$ cat src/rtl/step_pacer_pkg.sv
package step_pacer_pkg;
  // phase of the shared add/subtract datapath
  typedef enum logic {
    PH_EVAL = 1'b0,
    PH_ADD  = 1'b1
  } pacer_phase_e;
endpackage

$ cat src/rtl/pacer_down_cnt.sv
module pacer_down_cnt #(
  parameter int W = 8
) (
  input  logic         clk_i,
  input  logic         rst_ni,
  input  logic         load_i,
  input  logic [W-1:0] load_val_i,
  input  logic         dec_i,
  output logic         last_o
);
  logic [W-1:0] cnt_q;

  always_ff @(posedge clk_i or negedge rst_ni) begin
    if (!rst_ni)     cnt_q <= '0;
    else if (load_i) cnt_q <= load_val_i;
    else if (dec_i)  cnt_q <= cnt_q - 1'b1;
  end

  assign last_o = (cnt_q == W'(1));


  cnt_never_up_chk: assert property (@(posedge clk_i) disable iff (!rst_ni)
    !load_i |=> cnt_q <= $past(cnt_q));
endmodule

$ cat src/rtl/pacer_err_path.sv
module pacer_err_path
  import step_pacer_pkg::*;
#(
  parameter int W           = 8,
  parameter bit SHARED_PATH = 1'b0
) (
  input  logic         clk_i,
  input  logic         rst_ni,
  input  logic         load_i,
  input  logic [W-1:0] dx_i,
  input  logic [W-1:0] dy_i,
  input  logic         run_i,
  output logic         iter_done_o,
  output logic         step_now_o
);
  localparam int EW = W + 3;

  logic signed [EW-1:0] err_q, err_d;
  logic [W:0]           dx2_q, dy2_q;
  logic signed [EW-1:0] dx2_s, dy2_s;
  logic                 pos;

  assign dx2_s = $signed({2'b00, dx2_q});
  assign dy2_s = $signed({2'b00, dy2_q});
  assign pos   = !err_q[EW-1] && (err_q != '0);

  always_ff @(posedge clk_i or negedge rst_ni) begin
    if (!rst_ni) begin
      err_q <= '0;
      dx2_q <= '0;
      dy2_q <= '0;
    end else if (load_i) begin
      err_q <= $signed({2'b00, dy_i, 1'b0}) - $signed({3'b000, dx_i});
      dx2_q <= {dx_i, 1'b0};
      dy2_q <= {dy_i, 1'b0};
    end else if (run_i) begin
      err_q <= err_d;
    end
  end

  if (!SHARED_PATH) begin : g_two_adder
    always_comb begin
      err_d       = (pos ? err_q - dx2_s : err_q) + dy2_s;
      iter_done_o = run_i;
      step_now_o  = run_i && pos;
    end
  end else begin : g_shared
    pacer_phase_e phase_q, phase_d;

    always_comb begin
      phase_d     = phase_q;
      err_d       = err_q + dy2_s;
      iter_done_o = 1'b0;
      step_now_o  = 1'b0;
      if (run_i) begin
        if (phase_q == PH_EVAL && pos) begin
          err_d   = err_q - dx2_s;
          phase_d = PH_ADD;
        end else begin
          iter_done_o = 1'b1;
          step_now_o  = (phase_q == PH_ADD);
          phase_d     = PH_EVAL;
        end
      end
    end

    always_ff @(posedge clk_i or negedge rst_ni) begin
      if (!rst_ni)     phase_q <= PH_EVAL;
      else if (load_i) phase_q <= PH_EVAL;
      else             phase_q <= phase_d;
    end
  end


  no_overflow_chk: assert property (@(posedge clk_i) disable iff (!rst_ni)
    run_i |-> (err_q >= -dx2_s) && (err_q <= dy2_s));
endmodule

$ cat src/rtl/step_pacer.sv
module step_pacer #(
  parameter int W           = 8,
  parameter bit SHARED_PATH = 1'b0
) (
  input  logic         clk_i,
  input  logic         rst_ni,
  input  logic         start_i,
  input  logic [W-1:0] iters_i,
  input  logic [W-1:0] steps_i,
  output logic         step_o,
  output logic         busy_o,
  output logic         done_o
);
  logic busy_q, done_q, step_q;
  logic accept, zero_len, load, dec, last, iter_done, step_now;

  assign accept   = start_i && !busy_q;
  assign zero_len = (iters_i == '0);
  assign load     = accept && !zero_len;
  assign dec      = busy_q && iter_done;

  pacer_err_path #(.W(W), .SHARED_PATH(SHARED_PATH)) u_err (
    .clk_i      (clk_i),
    .rst_ni     (rst_ni),
    .load_i     (load),
    .dx_i       (iters_i),
    .dy_i       (steps_i),
    .run_i      (busy_q),
    .iter_done_o(iter_done),
    .step_now_o (step_now)
  );

  pacer_down_cnt #(.W(W)) u_cnt (
    .clk_i     (clk_i),
    .rst_ni    (rst_ni),
    .load_i    (load),
    .load_val_i(iters_i),
    .dec_i     (dec),
    .last_o    (last)
  );

  always_ff @(posedge clk_i or negedge rst_ni) begin
    if (!rst_ni) begin
      busy_q <= 1'b0;
      done_q <= 1'b0;
      step_q <= 1'b0;
    end else begin
      step_q <= step_now;
      done_q <= (accept && zero_len) || (dec && last);
      if (load)             busy_q <= 1'b1;
      else if (dec && last) busy_q <= 1'b0;
    end
  end

  assign step_o = step_q;
  assign busy_o = busy_q;
  assign done_o = done_q;


  busy_start_chk: assert property (@(posedge clk_i) disable iff (!rst_ni)
    start_i && !busy_o && (iters_i != '0) |=> busy_o);

  done_busy_excl_chk: assert property (@(posedge clk_i) disable iff (!rst_ni)
    done_o |-> !busy_o);

  step_gate_chk: assert property (@(posedge clk_i) disable iff (!rst_ni)
    step_o |-> $past(busy_o));
endmodule

$ cat config.mk
export PLATFORM = sky130hd
export DESIGN_NAME = step_pacer
export DESIGN_NICKNAME = d
export VERILOG_FILES = /design/src/rtl/step_pacer_pkg.sv /design/src/rtl/pacer_down_cnt.sv /design/src/rtl/pacer_err_path.sv /design/src/rtl/step_pacer.sv
export SDC_FILE = /design/constraint.sdc
export NUM_CORES = 1
export LEC_CHECK = 0
export ABC_CLOCK_PERIOD_IN_PS = 3300
export BUFFER_PORTS_ARGS = -buffer_cell sky130_fd_sc_hd__buf_2
export CAP_MARGIN = 25
export CORE_UTILIZATION = 40
export CTS_CLUSTER_DIAMETER = 30
export DETAILED_ROUTE_END_ITERATION = 7
export SYNTH_ARGS = -nofsm -noshare
export SYNTH_HDL_FRONTEND = slang
export SYNTH_SLANG_ARGS = --single-unit
$ cat constraint.sdc
create_clock -name clk_i -period 3.3 [get_ports clk_i]
set_clock_uncertainty 0.05 [all_clocks]
set_input_delay 0.33 -clock clk_i [delete_from_list [all_inputs] [get_ports clk_i]]
set_output_delay 0.33 -clock clk_i [all_outputs]
set_load 0.02 [all_outputs]
==> metrics.yaml <==
status: "finished clean"
clk_pin_slew_worst_paths_ps: 90
clock_sinks: 38
route.final.wire_length_mm: 7.214
dr.first_iter.drc_count: 119
period_minus_slack_ps: 3180
grt_max_degree: 39
r2r-start: "u_err.dx2_q[1]"
worst_path_largest_cell_delay_ps: 480
dr_wl_met2_mm: 3.281
core_sq_um: 6794
fmax_ghz: 0.3144
htree_num_levels: 2
syn_inst: 344
synth_top_area_share_pct: 33.64
synthSimpleGateAreaFrac_pct: 19.74
synth-xor-area-share_pct: 5.755
std_cell_rows: 30
max-cap-violations: 0
reg2regPathDepth: 14
initial_core_util_pct: 41.60
setup_viol: 0
vdd_drop_max_v: 0.0003522
worst_r2r_endpoint: "u_err.err_q[8]"
antenna_cells: 0
ioPinCount: 22
cts_buffer_depth: 2
synthFlopType: "dfrtp_1"
start_kind: "flip-flop"
end_kind: "flip-flop"
cts_root_buf: "clkbuf_8"
nFillCells: 686
finalWorstSetupSlack_ps: 119.6
slew_violations: 0
synth_compound_area_share_pct: 20.58
yosys.area.top_type: "dfrtp_1"
cts_buffers: 5
grt_util_all_layers_pct: 20.95
hold_buffers: 0
grt_pass1_wl_mm: 11.94
crit_arrival_ps: 3290
synthAdderAreaFrac_pct: 13.19
fin_crit_sh_pct: 96.38
rsz0062_at_grt: "yes"
ys_ff_latch: 38
post-dp-hpwl_mm: 5.313
drcViolationCount: 0
top_layer: "met4"
via_per_inst: 5.257
syn2layout_area_growth_pct: 16.60
synth_top_family_by_area: "compound AO/OA/AOI/OAI gates"
grt_pass1_vias: 2348
crit_top_cell: "o211ai_1"
clk_latency_ps: 310
whs_ps: 74.03
dieWidth_microns: 86.06
rrSetupSlack_ps: 120
min-delay-path-class: "in2async"
cp_cell_sequence: "ha_2 -> fa_2 -> nor2b_4 -> o31ai_2 -> a21boi_1 -> mux2_4 -> ha_4 -> nand3_1 -> o211ai_1 -> o41a_1 -> buf_4 -> xor2_1 -> nand2_1 -> o211ai_1"
cts_tree: "done"
drive_above_1_share_pct: 15.61
syn_area_sq_um: 2826
worstPathMaxFanout: 5
detail_route.wl_per_cell_microns: 15.22
worst_pin_slew_ps: 869.1
setup.worst_path.class: "reg2reg"
multi_input_area_sq_um: 1780
powerDensity_nw_per_um2: 814.3
ys_top_cells_by_area: "dfrtp_1 (34%), ha_1 (11%), nand2_1 (7.3%)"
die_y_microns: 86.06
hold_viol: 0
synth.distinct_cells: 45
muxShareOfSynthArea_pct: 1.815
vias: 2492
seq_area_sq_um: 950.9
globalRoute.totalOverflow: 0
synthesis.nets: 391
yosysWarnings: 0
yosysMostFrequentCell: "nand2_1"
place_congestion: 0.8849
antenna_found_initial: 0
detail-route-antenna-nets: 0
critPathSlowestCell: "o41a_1"
met1_length_mm: 3.682
synth-edff-count: 0
dr.pass1.iters: 4
p_leak_nw: 1.559
syn_avg_cell_area_sq_um: 8.216
synth_common_cells: "nand2_1 (55), o21ai_0 (39), dfrtp_1 (38)"
wl_met3_microns: 142
io_buffers: 21
required_ps: 3410
pre_cts_slack_ps: -30.81
die-area_sq_um: 7406
yosysSeqAreaShare_pct: 33.64
nNetsFinal: 424
ys_async_sr_fraction_pct: 100.0
slew_headroom_pct: 42.06
-- metrics by stage --
step	total power, W	std cells	util, %	cell area, sq um	setup TNS (ps)
after floorplan	0.001771	344	-	2826	0
after global placement	0.002120	463	45.71	3105	0
after detailed placement	0.002138	463	45.71	3105	-30.81
after CTS	0.002584	471	47.62	3236	0
after global routing	0.002944	474	48.51	3296	-136.6
final	0.002684	474	48.51	3296	0
-- report_power, final --
| part | total, W | internal, W | switching (W) |
|---|---|---|---|
| Clock | 0.000408 | 0.000225 | 0.000183 |
| Combinational | 0.00152 | 0.000736 | 0.000788 |
| Sequential | 0.000752 | 0.000615 | 0.000137 |
-- cell type report --
class,instances,share of cell area [%]
flip-flops and latches,38,28.85
well taps,96,3.645
clock inverters,3,1.367
inverters,28,3.189
repair buffers,37,6.834
multi-input cells,267,54.02
clock buffers,5,2.088
-- repair_timing --
item | 4_1_cts | 5_1_grt
gates resized for setup | 3 | 15
buffers inserted | 0 | 3
setup endpoints to repair | 2 | 3
pin swaps | 0 | 5
-- kinds of logic after synthesis --
group,count (synthesis)
and+or+nand+nor,124
DFF,38
adders and majority gates,28
xor gates and xnor gates,17
muxes,5
buffers and inverters,39
AOI/OAI and AO/OA,93
-- critical path: cells and delay by family (launching register included) --
kind	cells	cell delay [ps]
buf+inv	1	160
mux	1	290
compound gates	5	890
flops	1	390
fa+ha+maj	3	820
simple gates	3	280
xor+xnor	1	150
-- worst max-delay path by stage --
stage / from / endpoint / cells past startpoint
finish: u_err.dx2_q[1] / u_err.err_q[8] / 14
global route: u_err.dx2_q[1] / u_err.err_q[10] / 13
CTS: u_err.dx2_q[1] / u_err.err_q[9] / 13
detailed placement: u_err.dx2_q[1] / u_err.err_q[10] / 13
global placement: u_err.dx2_q[1] / u_err.err_q[10] / 13
floorplan: u_err.err_q[1] / u_err.err_q[10] / 14
-- registers in the layout (all words and copies together), names as in the netlist --
register     cells
busy_o           1
done_o           1
step_o           1
u_cnt.cnt_q      8
u_err.dx2_q      8
u_err.dy2_q      8
u_err.err_q     11
-- placed cells by master, fill, tap and decap left out, types with 2 or more instances in the layout --
master	netlist	layout
nand2_1	55	55
dfrtp_1	38	38
o21ai_0	39	35
inv_1	28	28
nor2_1	23	23
ha_1	25	23
buf_2	2	21
buf_4	0	16
a21oi_1	18	15
nand3_1	13	13
xor2_1	9	9
nor3_1	8	8
xnor2_1	7	7
nor2b_1	7	6
o211ai_1	6	6
nand2b_1	5	5
clkbuf_8	0	5
nor4_1	4	4
o21ai_1	0	4
a211oi_1	4	4
or3_1	4	4
mux2i_1	4	4
a21oi_2	0	3
o31ai_1	4	3
o21a_1	2	2
a21boi_1	0	2
a21o_1	2	2
a21boi_0	4	2
and3_1	2	2
a221oi_1	2	2
fa_1	3	2
clkinvlp_4	0	2
-- metal layers --
| layer | up-vias | track usage, % |
|---|---|---|
| li1 | 1270 | - |
| met1 | 1181 | 29.41 |
| met2 | 32 | 33.55 |
| met3 | 9 | 2.695 |
| met4 | 0 | 6.515 |
| met5 | - | 0 |
No activity file was read; power rests on OpenSTA's default activity.
